[config.mk]
export PLATFORM = sky130hd
export DESIGN_NAME = sc_core
export DESIGN_NICKNAME = d
export VERILOG_FILES = /design/src/rtl/sc_pkg.sv /design/src/rtl/sc_decoder.sv /design/src/rtl/sc_regfile.sv /design/src/rtl/sc_alu.sv /design/src/rtl/sc_core.sv
export SDC_FILE = /design/constraint.sdc
export NUM_CORES = 1
export LEC_CHECK = 0
export CAP_MARGIN = 20
export CELL_PAD_IN_SITES_DETAIL_PLACEMENT = 1
export CELL_PAD_IN_SITES_GLOBAL_PLACEMENT = 2
export CORE_AREA = 2 2 389 391
export CTS_CLUSTER_DIAMETER = 100
export DETAILED_ROUTE_END_ITERATION = 6
export DIE_AREA = 0 0 391 393
export DONT_BUFFER_PORTS = 1
export PLACE_DENSITY_LB_ADDON = 0.1
export SYNTH_ARGS = -nofsm -noshare
export SYNTH_HDL_FRONTEND = slang
export SYNTH_SLANG_ARGS = --single-unit
[constraint.sdc]
create_clock -name clk -period 14.5 [get_ports clk]
set_input_delay 1.45 -clock clk [delete_from_list [all_inputs] [get_ports clk]]
set_output_delay 1.45 -clock clk [all_outputs]
set_load 0.01 [all_outputs]
[src/rtl/sc_pkg.sv]
package sc_pkg;

  localparam int XLEN   = 32;
  localparam int RIDX_W = 5;

  localparam logic [5:0] OP_RTYPE = 6'h00;
  localparam logic [5:0] OP_ADDI  = 6'h08;
  localparam logic [5:0] OP_SLTI  = 6'h0A;
  localparam logic [5:0] OP_LW    = 6'h23;
  localparam logic [5:0] OP_SW    = 6'h2B;
  localparam logic [5:0] FN_ADD   = 6'h20;

  typedef enum logic {
    ALU_ADD = 1'b0,
    ALU_SLT = 1'b1
  } alu_op_e;

  typedef struct packed {
    logic    rf_we;    // register write-back enable
    logic    dst_rd;   // destination from [15:11] instead of [20:16]
    logic    use_imm;  // ALU operand B is the extended immediate
    alu_op_e alu_op;
    logic    mem_we;   // data store
    logic    wb_mem;   // write-back takes load data
  } ctrl_t;

endpackage

[src/rtl/sc_decoder.sv]
module sc_decoder
  import sc_pkg::*;
(
  input  logic [5:0] opcode,
  input  logic [5:0] funct,
  output ctrl_t      ctrl
);

  always_comb begin
    ctrl = '{rf_we: 1'b0, dst_rd: 1'b0, use_imm: 1'b0,
             alu_op: ALU_ADD, mem_we: 1'b0, wb_mem: 1'b0};
    unique case (opcode)
      OP_RTYPE: begin
        if (funct == FN_ADD) begin
          ctrl.rf_we  = 1'b1;
          ctrl.dst_rd = 1'b1;
        end
      end
      OP_ADDI: begin
        ctrl.rf_we   = 1'b1;
        ctrl.use_imm = 1'b1;
      end
      OP_SLTI: begin
        ctrl.rf_we   = 1'b1;
        ctrl.use_imm = 1'b1;
        ctrl.alu_op  = ALU_SLT;
      end
      OP_LW: begin
        ctrl.rf_we   = 1'b1;
        ctrl.use_imm = 1'b1;
        ctrl.wb_mem  = 1'b1;
      end
      OP_SW: begin
        ctrl.use_imm = 1'b1;
        ctrl.mem_we  = 1'b1;
      end
      default: ;
    endcase
  end

endmodule

[src/rtl/sc_regfile.sv]
module sc_regfile #(
  parameter int WIDTH = 32,
  parameter int NREG  = 32,
  localparam int AW   = $clog2(NREG)
) (
  input  logic             clk,
  input  logic             we,
  input  logic [AW-1:0]    waddr,
  input  logic [WIDTH-1:0] wdata,
  input  logic [AW-1:0]    raddr_a,
  input  logic [AW-1:0]    raddr_b,
  output logic [WIDTH-1:0] rdata_a,
  output logic [WIDTH-1:0] rdata_b
);

  logic [WIDTH-1:0] store [NREG];

  always_ff @(posedge clk) begin
    if (we && (waddr != '0)) begin
      store[waddr] <= wdata;
    end
  end

  assign rdata_a = (raddr_a == '0) ? '0 : store[raddr_a];
  assign rdata_b = (raddr_b == '0) ? '0 : store[raddr_b];

endmodule

[src/rtl/sc_alu.sv]
module sc_alu
  import sc_pkg::*;
#(
  parameter int WIDTH = 32
) (
  input  alu_op_e          op,
  input  logic [WIDTH-1:0] a,
  input  logic [WIDTH-1:0] b,
  output logic [WIDTH-1:0] y
);

  logic [WIDTH-1:0] sum;
  logic             less;

  assign sum  = a + b;
  assign less = $signed(a) < $signed(b);

  always_comb begin
    case (op)
      ALU_SLT: y = {{(WIDTH-1){1'b0}}, less};
      default: y = sum;
    endcase
  end

endmodule

[src/rtl/sc_core.sv]
module sc_core
  import sc_pkg::*;
#(
  parameter int          NREG     = 32,
  parameter logic [31:0] RESET_PC = 32'h0
) (
  input  logic            clk,
  input  logic            rst,
  output logic [XLEN-1:0] imem_addr,
  input  logic [XLEN-1:0] imem_rdata,
  output logic [XLEN-1:0] dmem_addr,
  output logic [XLEN-1:0] dmem_wdata,
  output logic            dmem_we,
  input  logic [XLEN-1:0] dmem_rdata
);

  localparam int IMM_W = 16;
  localparam int AW    = $clog2(NREG);

  logic [XLEN-1:0]   pc;
  logic [5:0]        opcode;
  logic [5:0]        funct;
  logic [AW-1:0]     rs_idx;
  logic [AW-1:0]     rt_idx;
  logic [AW-1:0]     rd_idx;
  logic [AW-1:0]     dst_idx;
  logic [IMM_W-1:0]  imm;
  logic [XLEN-1:0]   imm_ext;
  logic [XLEN-1:0]   rs_val;
  logic [XLEN-1:0]   rt_val;
  logic [XLEN-1:0]   alu_b;
  logic [XLEN-1:0]   alu_y;
  logic [XLEN-1:0]   wb_val;
  logic              rf_we;
  ctrl_t             ctrl;
  logic              unused_shamt;

  // Program counter
  always_ff @(posedge clk) begin
    if (rst) begin
      pc <= RESET_PC;
    end else begin
      pc <= pc + XLEN'(4);
    end
  end

  assign imem_addr = pc;

  // Field split
  assign opcode       = imem_rdata[31:26];
  assign rs_idx       = imem_rdata[21 +: AW];
  assign rt_idx       = imem_rdata[16 +: AW];
  assign rd_idx       = imem_rdata[11 +: AW];
  assign funct        = imem_rdata[5:0];
  assign imm          = imem_rdata[IMM_W-1:0];
  assign unused_shamt = ^imem_rdata[10:6];
  assign imm_ext      = {{(XLEN-IMM_W){imm[IMM_W-1]}}, imm};

  sc_decoder u_dec (
    .opcode (opcode),
    .funct  (funct),
    .ctrl   (ctrl)
  );

  assign dst_idx = ctrl.dst_rd ? rd_idx : rt_idx;
  assign rf_we   = ctrl.rf_we & ~rst;

  sc_regfile #(
    .WIDTH (XLEN),
    .NREG  (NREG)
  ) u_rf (
    .clk     (clk),
    .we      (rf_we),
    .waddr   (dst_idx),
    .wdata   (wb_val),
    .raddr_a (rs_idx),
    .raddr_b (rt_idx),
    .rdata_a (rs_val),
    .rdata_b (rt_val)
  );

  assign alu_b = ctrl.use_imm ? imm_ext : rt_val;

  sc_alu #(
    .WIDTH (XLEN)
  ) u_alu (
    .op (ctrl.alu_op),
    .a  (rs_val),
    .b  (alu_b),
    .y  (alu_y)
  );

  // Memory step and write-back select
  assign dmem_addr  = alu_y;
  assign dmem_wdata = rt_val;
  assign dmem_we    = ctrl.mem_we & ~rst;
  assign wb_val     = ctrl.wb_mem ? dmem_rdata : alu_y;

endmodule

### Word level (Yosys, flattened, before mapping)

Memory sizes are Yosys's and may differ from the RTL's.
Cells that the tools add are included.

| operators by class | value |
|---|---|
| add/subtract/negate cells | 2 |
| multipliers | 0 |
| div/mod/pow operators | 0 |
| order comparisons | 1 |
| eq/ne operators | 5 |
| shift operators | 0 |
| muxes and demuxes | 15 |
| bitwise logic cells | 3 |
| reduce and logical (&&, ||, !) cells | 7 |

Operators by type and width:

| kind | count |
|---|---|
| two-way mux 32 bit | 5 |
| adder 32 x 3 -> 32 bit, second input constant | 1 |
| adder 32 bit | 1 |
| < comparator 32 bit | 1 |
| == test 6 bit, second input constant | 3 |
| == test 6 x 4 -> 1 bit, second input constant | 2 |
| logical NOT 5 bit | 2 |
| two-way mux 1 bit | 7 |
| logical NOT 6 bit | 1 |
| two-way mux 5 bit | 1 |
| nonzero test 5 bit | 1 |
| OR reduction 4 bit | 1 |
| OR reduction 3 bit | 1 |
| AND 1 bit | 2 |
| two-way mux 2 bit | 1 |
| case mux 1 bit (2 select lines) | 1 |
| logical AND 1 bit | 1 |
| inverter 1 bit | 1 |

| word-level totals | value |
|---|---|
| register bits after elaboration | 32 |
| latch bits | 0 |
| RAM bits | 1024 |
| ROM bits | 0 |
| input port bits | 66 |
| output and inout port bits | 97 |
| word-level logic and storage cells | 35 |
| memories | 1 |

Memory list:

| memory | depth | width | read ports | clocked after Yosys merged registers in | write ports | line | text |
|---|---|---|---|---|---|---|---|
| u_rf.store | 32 | 32 | 2 | 0 | 1 | sc_regfile.sv:16 | `logic [WIDTH-1:0] store [NREG];` |

### Logic depth before layout (Yosys ltp)

Gate-level depths: netlist of the first run.

| logic depth | value |
|---|---|
| depth after elaboration | 8 |
| gate-level depth with buffers | 19 |
| depth with buffers taken out | 16 |

### Cells and area by module

From an unflattened synthesis of the first run, not the netlist that was laid out.

| second synthesis, totals | value |
|---|---|
| cells, all modules | 3273 |
| area, all modules | 53134.7 µm² |

Modules (own cells, without submodules):

| module | times used | cells each | area each (µm²) | sequential area each (µm²) |
|---|---|---|---|---|
| sc_regfile | 1 | 2564 | 47929.7 | 30749.5 |
| sc_alu | 1 | 426 | 2861.5 | 0.0 |
| sc_core | 1 | 267 | 2238.4 | 600.6 |
| sc_decoder | 1 | 16 | 105.1 | 0.0 |

### Least setup slack after synthesis of the first run

OpenSTA, ideal clock, no wires.

| timing path | value |
|---|---|
| path kind | input to register |
| start point | input port imem_rdata[21] |
| end point | memory u_rf.store[0][31], data pin |
| library setup time | 0.454 ns |
| arrival time | 6.578 ns |
| data required time | 14.046 ns |
| slack | 7.468 ns |
| stages on the path | 18 |
| path buffers | 5 |
| cells stage by stage | buf_2 buf_2 buf_6 buf_2 mux4_2 mux4_2 mux2i_1 nor2_1 ha_1 clkbuf_1 or3b_2 a31oi_1 o21ai_0 a221oi_1 or3_1 a41oi_1 xnor2_1 o21ai_0 |

| on the way | value |
|---|---|
| cells in the longest elaborated chain, start to end | 5 |
| elaborated cells between the ends (all ways) | 6 |
| those cells by class | add/sub: 1; mux: 3; reduce/logical: 1; memory: 1 |

Ends and longest elaborated chain:

| what | line | text |
|---|---|---|
| from (decl) | sc_core.sv:10 | `input logic [XLEN-1:0] imem_rdata,` |
| memory (32 x 32 bit) / logical NOT 5 bit (equally long branches) | - |  |
| two-way mux 32 bit * | sc_regfile.sv:24 | `assign rdata_a = (raddr_a == '0) ? '0 : store[raddr_a];` |
| adder 32 bit * | sc_alu.sv:15 | `assign sum = a + b;` |
| two-way mux 32 bit * | sc_alu.sv:19 | `case (op)` |
| two-way mux 32 bit * | sc_core.sv:97 | `assign wb_val = ctrl.wb_mem ? dmem_rdata : alu_y;` |
| net u_rf.wdata[31] | sc_regfile.sv:9 | `input logic [WIDTH-1:0] wdata,` |
| to (decl) | sc_regfile.sv:16 |  |

The timed path passes the listed nets; every way through them passes the cells marked *.

### Worst setup path after layout of the first run

| timing path | value |
|---|---|
| start point | input port imem_rdata[21] |
| end point | output port dmem_addr[29] |

| on the way | value |
|---|---|
| cells in the longest elaborated chain, start to end | 4 |
| elaborated cells between the ends (all ways) | 5 |
| those cells by class | add/sub: 1; mux: 2; reduce/logical: 1; memory: 1 |

Ends and longest elaborated chain:

| what | line | text |
|---|---|---|
| memory (32 x 32 bit) / logical NOT 5 bit (equally long branches) | - |  |
| two-way mux 32 bit * | sc_regfile.sv:24 |  |
| adder 32 bit * | sc_alu.sv:15 |  |
| two-way mux 32 bit * | sc_alu.sv:19 |  |
| to (decl) | sc_core.sv:11 | `output logic [XLEN-1:0] dmem_addr,` |

Mark *: on every way between the ends. The rest lies on a longest branch, timed or not.

==> results of run 1 <==
stage by stage:
step | total power [mW] | hold slack (ns) | utilization, %
3_3_place_gp | 5.42 | 0.508 | 36.4
2_1_floorplan | 4.95 | 0.481 | -
3_5_place_dp | 5.52 | 0.522 | 36.5
4_1_cts | 8.62 | 0.537 | 39.2
5_1_grt | 8.91 | 0.559 | 39.3
6_report | 8.62 | 0.533 | 39.3
state kept, by name (all words and copies together) (netlist names):
name        cells
imem_addr      30
u_rf.store   1024
how the worst max path moves through the flow:
stage / endpoint / slack [ns] / cells after the start
after detailed placement: dmem_addr[28] / 6.49 / 15
after global placement: dmem_addr[28] / 6.68 / 14
after global routing: dmem_addr[29] / 5.93 / 13
after CTS: dmem_addr[28] / 6.50 / 15
after floorplan: u_rf.store[0][31] / 7.47 / 18
final: dmem_addr[29] / 5.94 / 13
cell usage in the layout (no fill, tap or decap), drive strengths merged, types with 5 or more instances in the layout:
cell type	n
clkinv	51
a21o	5
and3	5
or3	9
nand2b	9
o21a	21
a211oi	8
nand4	13
a21oi	41
clkbuf	146
o31ai	15
a31oi	8
ha	67
nor2b	12
a2bb2oi	15
conb	34
o21ai	41
mux4	640
nand2	99
nand3	17
inv	59
xor2	24
nor3	12
bufinv	17
mux2i	64
edfxtp	1024
buf	70
nor4	8
xnor2	31
nor2	208
dfxtp	30
area by class of cell:
type,count,area (µm²),share of cell area (%)
well taps,1944,2430,4.14
multi-input cells,1454,20000,34.1
clock buffers,146,3100,5.28
repair buffers,70,771,1.31
flip-flops and latches,1054,31400,53.4
inverters,56,210,0.358
clock inverters,72,846,1.44
cells by family (layout without fill, tap and decap cells):
kind of cell / after synthesis / in the layout / share of synthesized area, %
xor+xnor: 55 / 55 / 0.928
buf+inv: 249 / 344 / 2.08
fa+ha+maj: 68 / 68 / 1.65
simple gates: 410 / 410 / 3.44
other cells: 1 / 34 / 0.00722
compound gates: 181 / 181 / 2.45
flops: 1054 / 1054 / 60.4
mux: 706 / 706 / 29.0
per-layer routing:
layer / global-route usage [%] / vias to the layer above
met4: 5.52 / 0
li1: - / 11500
met3: 4.03 / 185
met1: 32.9 / 16100
met2: 36.7 / 1093
met5: 0 / -
critical path, stage by stage:
cell and delay, ns:
mux4_2 0.90, mux4_2 0.46, mux2i_1 0.66, nor2_1 0.17, ha_1 0.51, inv_1 0.16, a21oi_1 0.20, o311ai_0 0.19
a221oi_1 0.50, o211ai_1 0.44, a41oi_1 0.45, xnor2_1 0.19, nor2_1 0.24
cell usage after synthesis, drive strengths merged (2+ instances only):
master / count / area, µm²
a211oi: 8 / 65.1
a21boi: 2 / 15.0
a21o: 5 / 37.5
a21oi: 41 / 205
a221oi: 3 / 26.3
a2bb2oi: 15 / 219
a31oi: 8 / 50.1
a41oi: 3 / 26.3
and2: 2 / 12.5
and3: 5 / 31.3
and4: 3 / 26.3
buf: 98 / 502
clkbuf: 95 / 367
dfxtp: 30 / 601
edfxtp: 1024 / 30700
ha: 67 / 838
inv: 56 / 210
mux2: 2 / 22.5
mux2i: 64 / 641
mux4: 640 / 14400
nand2: 99 / 372
nand2b: 9 / 56.3
nand3: 17 / 85.1
nand3b: 3 / 22.5
nand4: 13 / 81.3
nor2: 208 / 781
nor2b: 12 / 75.1
nor3: 12 / 60.1
nor3b: 4 / 30.0
nor4: 8 / 50.1
o211ai: 4 / 30.0
o21a: 21 / 158
o21ai: 41 / 205
o21bai: 3 / 22.5
o311ai: 4 / 35.0
o31a: 2 / 17.5
o31ai: 15 / 113
or2: 2 / 12.5
or3: 9 / 56.3
xnor2: 31 / 272
xor2: 24 / 210
report_power, final:
group | switching [mW] | internal (mW) | total (mW)
Combinational | 1.08 | 0.521 | 1.60
Clock | 1.29 | 1.82 | 3.10
Sequential | 0.0179 | 3.90 | 3.92
==> summary by stage, run 1 <==
Outcome
The run finished with clean final reports.

Placement
Counting tap cells, the placed design contains a total of 4565 instances. The number of input and output port buffers inserted is 0. OpenSTA, run right after detailed placement, puts the worst setup slack at 6.49 ns.

The wire-length estimate of the detail-placed layout is 99.4 mm. The final RePlAce weighted congestion is 0.850. After detailed placement, the total cell area comes to 54500 µm².

Worst setup path
The largest fanout on the critical path is 257. The worst register-to-register path begins at u_rf.store[15][18]. The worst setup path is launched from a primary input. Tracing the worst setup path back leads to its startpoint at imem_rdata[21]. The destination of the worst register-to-register timing path is u_rf.store[29][29]. The path depth of the worst reg2reg path is 14. Setup slack on the worst reg-to-reg path comes out at 8.80 ns. At the worst endpoint, the arrival time is 7.11 ns. The type of element capturing the critical path is an output port. The critical path is of the in2out type. STA puts the critical path data required time at 13.05 ns.

Detailed routing
Wire segments on met3 add up to 12.4 mm in the final route. The residual DRC count is 0. The highest routed metal layer is met4. The total routed wirelength is 176 mm. The via total after detailed routing is 28900. The routed length on met1 is 77.0 mm. The average wire per standard cell is 36.8 µm. The amount of wire on met2 after detailed routing is 83.5 mm. The count of TritonRoute iterations in the first routing pass is 7. The detailed router finished its first iteration with 2825 violations. The mean number of vias per cell is 6.02. The count of antenna-violating nets left after detailed routing is 0.

Yosys
The synthesized netlist occupies a cell area of 51900 µm². The count of state elements after synthesis is 1054. After technology mapping, the gate count stands at 2724. In this run the mean area of a mapped cell was 19.1 µm². The number of distinct library cells after synthesis is 62. Counting flops with an async set or reset pin after synthesis yields a share of 0%. The count of synthesis-stage warnings from yosys is 0. For this run, the leading register cell type out of synthesis is edfxtp_1. The share of the Yosys chip area taken by registers is 60.4%.

Yosys mapped a number of flops with a built-in enable equal to 1024.

Clocking
The clock net in this run drives a total of 1054 sinks. The quantity of hold-fixing buffers added after cts is 0. TritonCTS built the clock tree. The maximum level of the CTS H-tree is 3.

The clock passes through at most 3 buffers. In this run, post-CTS repair resized a total of 0 instances. The post-CTS repair timing setup buffer count is 0. The CTS buffer count is 118. The latest clock arrival within the worst-skew pair is 0.74 ns. Clock-pin slew was measured on the worst setup and hold paths at 0.06 ns. The cell at the root of the clock tree is clkbuf_16.

Layout
The area added between synthesis and finish is 13.1%. Counting the fill cells in the layout gives 14200. The final antenna diode count is 0. The ratio of cells with drive above 1 in the final layout is 34.3%. The cell area after layout is 58700 µm². In the final design database the tool counted 2888 nets. Once layout is complete, the cells apart from fillers number 4796.

Worst hold path
The worst hold path belongs to the class reg2reg. The end point of the most critical hold path is imem_addr[2]. The worst hold path begins at imem_addr[2]. The number of cells traversed by the worst hold path is 1.

GRT
The global-route congestion overflow total is 0. The first-pass GRT wire length is 247 mm. The initial antenna violation count is 4. The largest net degree at the start of global routing is 261.

The global router's overall resource usage is 23.0%. The number of global-route vias before repair is 30800.

Die
Once the floorplan was initialized, standard cells occupied 34.8% of the core. The core region is 149000 µm². Measured along the x axis, the die boundary spans 391 µm. In this run the count of I/O pins placed on the die edge is 163.

The initialized floorplan defines 142 standard-cell rows. The height of the chip is 393 µm. The die covers 154000 µm².

STA
The measured slew at the worst slew-check pin is 1.46 ns. The normalized max-slew margin is 2.37%. The number of pins exceeding their max-slew limit in the final report is 0.

The worst-case clock skew is 0.0311 ns. Setup total negative slack on the finished layout was measured at 0 ns. After layout, the minimum clock period comes to 8.56 ns. The hold violation total from the final report is 0. In the post-route analysis, the smallest setup slack over all paths is 5.94 ns. After layout, the worst path uses 59.0% of the clock period. Static timing analysis puts the maximum clock frequency at 117 MHz.

Setup violations remaining at the end of the flow were counted as 0. Setup repair after global routing left no endpoint under its margin.

Run
Max-cap violations in this run came to 0.

Pwr
The maximum vdd drop is 0.106 mV. The power density normalized to cell area is 147 nW/µm². The leakage power is 18.5 nW.
Power figures use the tool's default switching activity.
==> run 2: changes to the inputs <==
==> constraint.sdc (replaced) <==
create_clock -name clk -period 7.2 [get_ports clk]
set_input_delay 0.72 -clock clk [delete_from_list [all_inputs] [get_ports clk]]
set_output_delay 0.72 -clock clk [all_outputs]
set_load 0.01 [all_outputs]
==> run 2 against run 1 <==
Non-clock buffer count grew 24. Sequential share of layout area barely moved. Via count about the same. Hold slack got worse by 0.48 ns. Wire length increased by 0.15%. Core utilization barely moved. Largest power group unchanged. Highest routed layer unchanged.
==> summary by stage, run 2 (same netlist as run 1, synthesis figures left out) <==
Outcome
Outcome: complete, no violations (unchanged).

Clocking
The clock tree from TritonCTS is built (unchanged). The maximum level of the CTS H-tree is 3 (unchanged). The number of sinks on the clock net is 1054 (unchanged).

The cell at the root of the clock tree is clkbuf_16 (unchanged). The latest clock arrival within the worst-skew pair came to 0.77 ns (was 0.74 ns). The number of gates resized after CTS is 0 (unchanged). The clock input transition at the sequential cells of the worst setup and hold paths is 0.06 ns (about the same). The CTS buffer count is 115 (was 118). The maximum clock insertion buffer count was 3 (unchanged).

Detailed routing
The count of antenna-violating nets left after detailed routing was 0 (unchanged). The number of DRC markers in iteration 0 was 3247 (was 2825). The average wire per standard cell is 36.7 µm (was 36.8 µm). The total routed wirelength was 177 mm (was 176 mm).

The count of TritonRoute iterations in the first routing pass is 6 (was 7). The via total after detailed routing came to 28900 (about the same). The mean number of vias per cell is 6.00 (was 6.02).

The residual DRC count is 0 (unchanged).

Pwr
The switching power total is 4.72 mW (was 2.38 mW). The portion of total power attributed to sequential cells is 46.4% (was 45.5%). The maximum vdd drop was 0.249 mV (was 0.106 mV).

The leakage power came to 18.5 nW (about the same). The power density normalized to cell area is 290 nW/µm² (was 147 nW/µm²). The proportion of power drawn by combinational gates came to 18.7% (was 18.5%).

The internal portion of total power is 12.3 mW (was 6.24 mW). The fraction of power spent switching nets is 27.7% (was 27.6%). The clock network power share is 34.9% (was 36.0%).

Worst setup path
The destination of the worst register-to-register timing path was u_rf.store[9][22] (was u_rf.store[29][29]). The type of element capturing the critical path is an output port (unchanged). The data required time at the worst endpoint is 6.48 ns (was 13.05 ns). The path depth of the worst reg2reg path was 14 (unchanged). The register-to-register setup slack came to 1.73 ns (was 8.80 ns). The largest fanout on the critical path is 5 (was 257). The critical path startpoint is u_rf.store[10][5] (was imem_rdata[21]). The worst setup path category is reg2out (was in2out).

The critical register-to-register path startpoint is u_rf.store[10][5] (was u_rf.store[15][18]). The arrival time at the worst endpoint is 5.72 ns (was 7.11 ns). The critical path launch point type is a register (was primary input).

Layout
The area added between synthesis and finish is 13.0% (was 13.1%). The ratio of cells with drive above 1 in the final layout was 34.6% (was 34.3%). The final antenna diode count is 0 (unchanged). The utilization after layout was 39.3% (about the same).

The largest register by flop count is u_rf.store (unchanged). The net count of the finished layout is 2909 (was 2888). The cell area after layout was 58700 µm² (about the same). Most frequent cells in the layout: edfxtp_1, mux4_2, nor2_1, clkbuf_16, nand2_1 (unchanged). The flip-flop count of the largest register, all copies and words added is 1024 (unchanged). The most common cell after layout, fill and taps aside is edfxtp_1 (unchanged). The number of fill cells in the layout is 14200 (about the same).

Placement
The setup slack after placement is 0.676 ns (was 6.49 ns). The half-perimeter wire length after placement came to 98.6 mm (was 99.4 mm). The number of input and output port buffers inserted came to 0 (unchanged). The final RePlAce weighted congestion is 0.795 (was 0.850). The post-detailed-placement cell area was 54700 µm² (was 54500 µm²).

STA
The final-report setup violation count came to 0 (unchanged). The normalized max-slew margin is 28.2% (was 2.37%). The measured slew at the worst slew-check pin came to 1.07 ns (was 1.46 ns). The hold violation total from the final report is 0 (unchanged). The minimum hold slack is 0.0574 ns (was 0.533 ns).

The worst-case clock skew is 0.0491 ns (was 0.0311 ns). Static timing analysis puts the maximum clock frequency at 155 MHz. The number of pins exceeding their max-slew limit in the final report is 0 (unchanged). The worst setup margin is 0.760 ns (was 5.94 ns). Setup repair after global routing missed its margin: no (unchanged).

The period utilization is 89.4%. The final-layout setup total negative slack is 0 ns (unchanged). The post-layout minimum cycle time is 6.44 ns.

Die
The initial core utilization is 34.8% (unchanged). The width of the chip is 391 µm (unchanged). The area enclosed by the die boundary is 154000 µm² (unchanged).

The top-level I/O count is 163 (unchanged). The floorplan row count is 142 (unchanged). The height of the chip is 393 µm (unchanged). The core area is 149000 µm² (unchanged).

Worst hold path
The class of the tightest hold or removal check was in2reg (was reg2reg). The launch instance of the worst min-delay path is rst (was imem_addr[2]). The number of cells traversed by the worst hold path is 1 (unchanged).

The end point of the most critical hold path is imem_addr[3] (was imem_addr[2]).

GRT
The first-pass GRT wire length was 246 mm (was 247 mm). The global-route congestion overflow total is 0 (unchanged). The initial antenna violation count was 9 (was 4). The largest net degree at the start of global routing is 261 (unchanged). The number of global-route vias before repair is 31100 (was 30800).

The global router's overall resource usage came to 23.2% (was 23.0%).

Run
The number of violations of the max-capacitance limit is 0 (unchanged).
run 2: cell types whose count changed in the layout (fill, tap and decap cells not counted), moves of 2 or more:
cell and change:
clkinv_2 +2, clkbuf_16 -5, clkinv_1 -3, bufinv_16 -4, dlygate4sd3_1 +3, clkbuf_1 +4
clkinv_4 -2, inv_6 +2, buf_4 +22
run 2: timing repair:
| action | in CTS | in global routing |
|---|---|---|
| endpoints found under the hold margin | 16 | 0 |
| hold buffers | 3 | 0 |
| buffers inserted | 0 | 0 |
run 2: layer usage:
metal / track usage [%] / up-vias / part of all wire (%)
li1: - / 11600 / -
met1: 31.6 / 15900 / 42
met2: 37.6 / 1176 / 48
met3: 4.87 / 202 / 8.0
met4: 6.36 / 0 / 2.4
met5: 0 / - / 0
run 2: final cells by class:
| class | count | area, µm² | area share, % |
|---|---|---|---|
| sequential | 1054 | 31400 | 53.4 |
| multi-input combinational | 1454 | 20000 | 34.1 |
| clock buffer | 145 | 2990 | 5.10 |
| tap | 1944 | 2430 | 4.15 |
| timing repair buffer | 94 | 942 | 1.61 |
| clock inverter | 67 | 751 | 1.28 |
| inverter | 56 | 210 | 0.358 |
run 2: power by group through the flow:
stage          combinational, mW  sequential, mW  clock (mW)
6_report                    3.18            7.89        5.94
5_1_grt                     3.43            7.90        6.29
4_1_cts                     3.04            7.92        6.09
3_5_place_dp                3.04            8.04           0
3_3_place_gp                2.92            8.03           0
2_1_floorplan               1.91            8.07           0
run 2: stage by stage:
step                instances  total power [mW]
detailed placement       4587              11.1
floorplan                2757              9.97
global route             4814              17.6
global placement         4580              11.0
CTS                      4802              17.0
finish                   4814              17.0
run 2: how the worst max path moves through the flow:
stage                          to  cells after the start
4_1_cts             dmem_addr[28]                     13
2_1_floorplan   u_rf.store[0][31]                     18
6_report            dmem_addr[26]                     14
3_5_place_dp   u_rf.store[15][29]                     13
5_1_grt             dmem_addr[31]                     13
3_3_place_gp   u_rf.store[10][28]                     16
run 2: worst max-delay path, cell delays in order, from the launching register on:
cell	delay, ns
edfxtp_1	0.41
mux4_2	0.48
mux4_2	0.52
mux2i_1	0.52
nor2_1	0.14
ha_1	0.42
inv_1	0.12
a221oi_1	0.42
a211oi_2	0.12
buf_4	0.17
o31ai_1	0.64
o21ai_1	0.28
a41oi_1	0.31
xnor2_1	0.17
nor2_1	0.25
==> run 3: changes to the inputs <==
--- a/config.mk
+++ b/config.mk
@@ -5,13 +5,14 @@
 export SDC_FILE = /design/constraint.sdc
 export NUM_CORES = 1
 export LEC_CHECK = 0
+export ABC_AREA = 1
 export CAP_MARGIN = 20
 export CELL_PAD_IN_SITES_DETAIL_PLACEMENT = 1
 export CELL_PAD_IN_SITES_GLOBAL_PLACEMENT = 2
-export CORE_AREA = 2 2 389 391
+export CORE_AREA = 2 2 402 404
 export CTS_CLUSTER_DIAMETER = 100
 export DETAILED_ROUTE_END_ITERATION = 6
-export DIE_AREA = 0 0 391 393
+export DIE_AREA = 0 0 404 406
 export DONT_BUFFER_PORTS = 1
 export PLACE_DENSITY_LB_ADDON = 0.1
 export SYNTH_ARGS = -nofsm -noshare
==> run 3 against run 2 <==
The run now ends with max-slew violations left. Clock skew is 0.0099 ns higher. Design area rose by 4.9%. Register-to-register slack improved by 0.43 ns. Combinational power fell by 6.3%. Worst setup slack worse by 0.53 ns. Flip-flop and latch count unchanged. Critical path type is now in2out. Largest cell class unchanged.
==> summary by stage, run 3 <==
Detailed routing
The average wire per standard cell is 31.5 µm (was 36.7 µm). The total routed wirelength was 253 mm (was 177 mm). The via total after detailed routing came to 48000 (was 28900). The detailed-routed wire length on met3 was 12.2 mm (was 14.1 mm). The number of DRC markers in iteration 0 came to 4036 (was 3247). The mean number of vias per cell is 5.99 (was 6.00). The residual DRC count was 0 (unchanged). The amount of wire on met2 after detailed routing is 120 mm (was 84.4 mm).

The routed length on met1 came to 111 mm (was 73.8 mm). The count of antenna-violating nets left after detailed routing is 0 (unchanged). The count of TritonRoute iterations in the first routing pass is 6 (unchanged). The highest routed metal layer is met5 (was met4).

Yosys
The number of distinct library cells after synthesis was 53 (was 62). The library cell with the largest summed area after synthesis is edfxtp_1 (unchanged). The fraction of registers with async set/reset is 0% (unchanged).

The main flop type after synthesis is edfxtp_1 (unchanged). The main combinational cell family by area after synthesis is compound AO/OA/AOI/OAI gates (was multiplexers). The share of cell area taken by muxes after synthesis came to 0% (was 29.0%). The fraction of the yosys area taken by sequential cells is 56.4% (was 60.4%). The synthesized instance count came to 5999 (was 2724). Area contributors post-synth: edfxtp_1, o21ai_0, nor2_1 (was edfxtp_1, mux4_2, ha_1). The compound-gate portion of the synthesized area was 18.4% (was 2.45%).

The simple-gate share of the synthesized area is 17.7% (was 3.44%). Top post-synthesis cells by count: nor2_1, edfxtp_1, o21ai_0 (was edfxtp_1, mux4_2, nor2_1). The count of state elements after synthesis was 1054 (unchanged).

The adder and majority gate portion of the synthesized area is 1.55% (was 1.65%). The xor/xnor share of the synthesized area is 0.0631% (was 0.928%). The average cell area after synthesis is 9.26 µm² (was 19.1 µm²).

The share of the synthesized area in the top cell type was 55.4% (was 59.2%). The post-synth design cell area is 55600 µm² (was 51900 µm²). The most common cell in the netlist is nor2_1 (was edfxtp_1). The count of flip-flops with a built-in enable after synthesis is 1024 (unchanged). The count of synthesis-stage warnings from yosys came to 0 (unchanged).

Die
The initial core utilization came to 34.8% (about the same). The width of the chip is 404 µm (was 391 µm). The floorplan row count is 147 (was 142). The top-level I/O count is 163 (unchanged).

The area enclosed by the die boundary is 164000 µm² (was 154000 µm²). The height of the chip is 406 µm (was 393 µm). The core area is 160000 µm² (was 149000 µm²).

STA
The hold violation total from the final report is 0 (unchanged). Setup repair after global routing missed its margin: no (unchanged). The final-report setup violation count is 0 (unchanged).

The final-layout setup total negative slack is 0 ns (unchanged). The number of pins exceeding their max-slew limit in the final report is 254 (was 0). The period utilization came to 96.8% (was 89.4%). The worst-case clock skew is 0.0590 ns (was 0.0491 ns).

The post-layout minimum cycle time is 6.97 ns (was 6.44 ns). The measured slew at the worst slew-check pin is 1.94 ns (was 1.07 ns). The normalized max-slew margin is -29.5% (was 28.2%). The top achievable clock speed came to 143 MHz (was 155 MHz).

The minimum hold slack came to 0.0530 ns (was 0.0574 ns).

Layout
The most common cell after layout, fill and taps aside is nor2_1 (was edfxtp_1). The flip-flop count of the largest register, all copies and words added is 1024 (unchanged). The cell area after layout was 61600 µm² (was 58700 µm²).

The number of standard cells in the final layout excluding fillers was 8013 (was 4814). The utilization after layout is 38.6% (was 39.3%). The largest register by flop count is u_rf.store (unchanged). The net count of the finished layout is 5957 (was 2909).

The number of fill cells in the layout is 18100 (was 14200). The ratio of cells with drive above 1 in the final layout is 6.73% (was 34.6%). The area added between synthesis and finish is 10.8% (was 13.0%). The final antenna diode count came to 0 (unchanged). Most frequent cells in the layout: nor2_1, edfxtp_1, o21ai_0, nand2_1, nand3_1 (was edfxtp_1, mux4_2, nor2_1, clkbuf_16, nand2_1).

Worst setup path
The most used cell along the critical path is nor2_1. The number of buffer and inverter stages on the critical path is 4 (was 2). Cells along the critical path: inv_8 > buf_12 > o21ai_0 > o221ai_1 > nand3_1 > nand3_1 > nand2_1 > nor2_1 > ha_1 > inv_1 > fa_1 > nor2_1 > nor2_1 > o21ai_0 > inv_1 > o21ai_0 > nor2_1 > nor2_1 (was mux4_2 > mux4_2 > mux2i_1 > nor2_1 > ha_1 > inv_1 > a221oi_1 > a211oi_2 > buf_4 > o31ai_1 > o21ai_1 > a41oi_1 > xnor2_1 > nor2_1). The type of element capturing the critical path is an output port (unchanged). The master of the slowest instance on the critical path is inv_8 (was o31ai_1). The worst stage delay on the critical path came to 0.91 ns (was 0.64 ns). The register-to-register setup slack was 2.16 ns (was 1.73 ns). The category of cells accounting for the largest share of critical-path delay is simple AND/OR/NAND/NOR gates (was compound AO/OA/AOI/OAI gates). The arrival time at the worst endpoint is 6.25 ns (was 5.72 ns). The data required time at the worst endpoint is 6.48 ns (about the same). The largest fanout on the critical path was 535 (was 5). The critical path launch point type is a primary input (was register). The worst setup path category is in2out (was reg2out).

Clocking
The number of sinks on the clock net is 1054 (unchanged). The post-CTS repair timing setup buffer count came to 0 (unchanged). The cell at the root of the clock tree is clkbuf_16 (unchanged).

The maximum level of the CTS H-tree is 3 (unchanged). The clock input transition at the sequential cells of the worst setup and hold paths is 0.05 ns (was 0.06 ns). The CTS buffer count came to 121 (was 115). The latest clock arrival within the worst-skew pair came to 0.79 ns (was 0.77 ns). The clock tree from TritonCTS is built (unchanged). The maximum clock insertion buffer count came to 3 (unchanged).

GRT
The global-route congestion overflow total is 0 (unchanged). The largest net degree at the start of global routing is 568 (was 261). The global router's overall resource usage was 30.2% (was 23.2%). The number of global-route vias before repair is 48400 (was 31100). The initial antenna violation count was 4 (was 9).

The first-pass GRT wire length is 359 mm (was 246 mm).

Placement
The half-perimeter wire length after placement is 140 mm (was 98.6 mm). The post-detailed-placement cell area is 57500 µm² (was 54700 µm²). The number of input and output port buffers inserted was 0 (unchanged). The final RePlAce weighted congestion is 0.886 (was 0.795). The cell count after placement was 7783 (was 4587).

Worst hold path
The class of the tightest hold or removal check is in2reg (unchanged).

Outcome
Outcome: finished with violations (was complete, no violations). The final reports fail on max-slew violations.

Pwr
The power density normalized to cell area is 275 nW/µm² (was 290 nW/µm²). The maximum vdd drop was 0.270 mV (was 0.249 mV). The leakage power is 21.3 nW (was 18.5 nW).

Run
The number of violations of the max-capacitance limit is 0 (unchanged).
## run 3: changes by cell type after synthesis, moves of 34 or more
cell / before / now
mux2i_1: 64 / 0
o21ai_0: 33 / 970
nand2_1: 99 / 729
nor2_1: 208 / 1121
o22ai_1: 1 / 35
clkbuf_1: 94 / 266
o221ai_1: 1 / 287
nand3_1: 17 / 441
inv_1: 33 / 259
mux4_2: 640 / 0
o211ai_1: 4 / 86
o21ai_1: 8 / 55
a21oi_1: 41 / 239
buf_2: 47 / 116
## run 3: timing repair
item                                    CTS  global route
endpoints found under the setup margin    0             2
hold buffers                              2             0
resized for setup                         0             1
hold endpoints to repair                 16             0
## run 3: area by class of cell
cell class	count	area [µm²]	share of cell area, %
Clock buffer	148	3130	5.08
Timing Repair inverter	1	11.3	0.0183
Multi-Input combinational cell	4241	21300	34.6
Sequential cell	1054	31400	50.9
Tap cell	2086	2610	4.24
Clock inverter	79	867	1.41
Inverter	271	1080	1.76
Timing Repair Buffer	133	1200	1.95
## run 3: worst paths after layout
check	depth (start not counted)	from	end
worst max-delay path	18	imem_rdata[21]	dmem_addr[16]
worst min-delay path	1	rst	imem_addr[4]
worst max register to register	20	u_rf.store[25][1]	u_rf.store[15][16]
worst min register to register	2	imem_addr[30]	imem_addr[30]
## run 3: per-layer routing
layer / up-vias / track usage [%]
met3: 365 / 3.41
li1: 21200 / -
met5: - / 0
met4: 2 / 10.4
met1: 25100 / 40.6
met2: 1408 / 50.3
## run 3: cell families after synthesis
group / Yosys count
flops: 1054
fa+ha+maj: 68
simple gates: 2396
compound gates: 1739
buf+inv: 737
other cells: 1
xor+xnor: 4
## run 3: power by group
| group | switching [mW] | internal (mW) |
|---|---|---|
| clock network | 2.73 | 3.63 |
| logic | 2.33 | 0.655 |
| registers | 0.0293 | 7.53 |
| total | 5.09 | 11.8 |
## run 3: through the flow
stage	power (mW)	setup WS [ns]
after CTS	17.0	1.24
after detailed placement	10.7	1.03
final	16.9	0.228
after global routing	17.5	0.258
after global placement	10.7	1.08
after floorplan	9.46	2.10
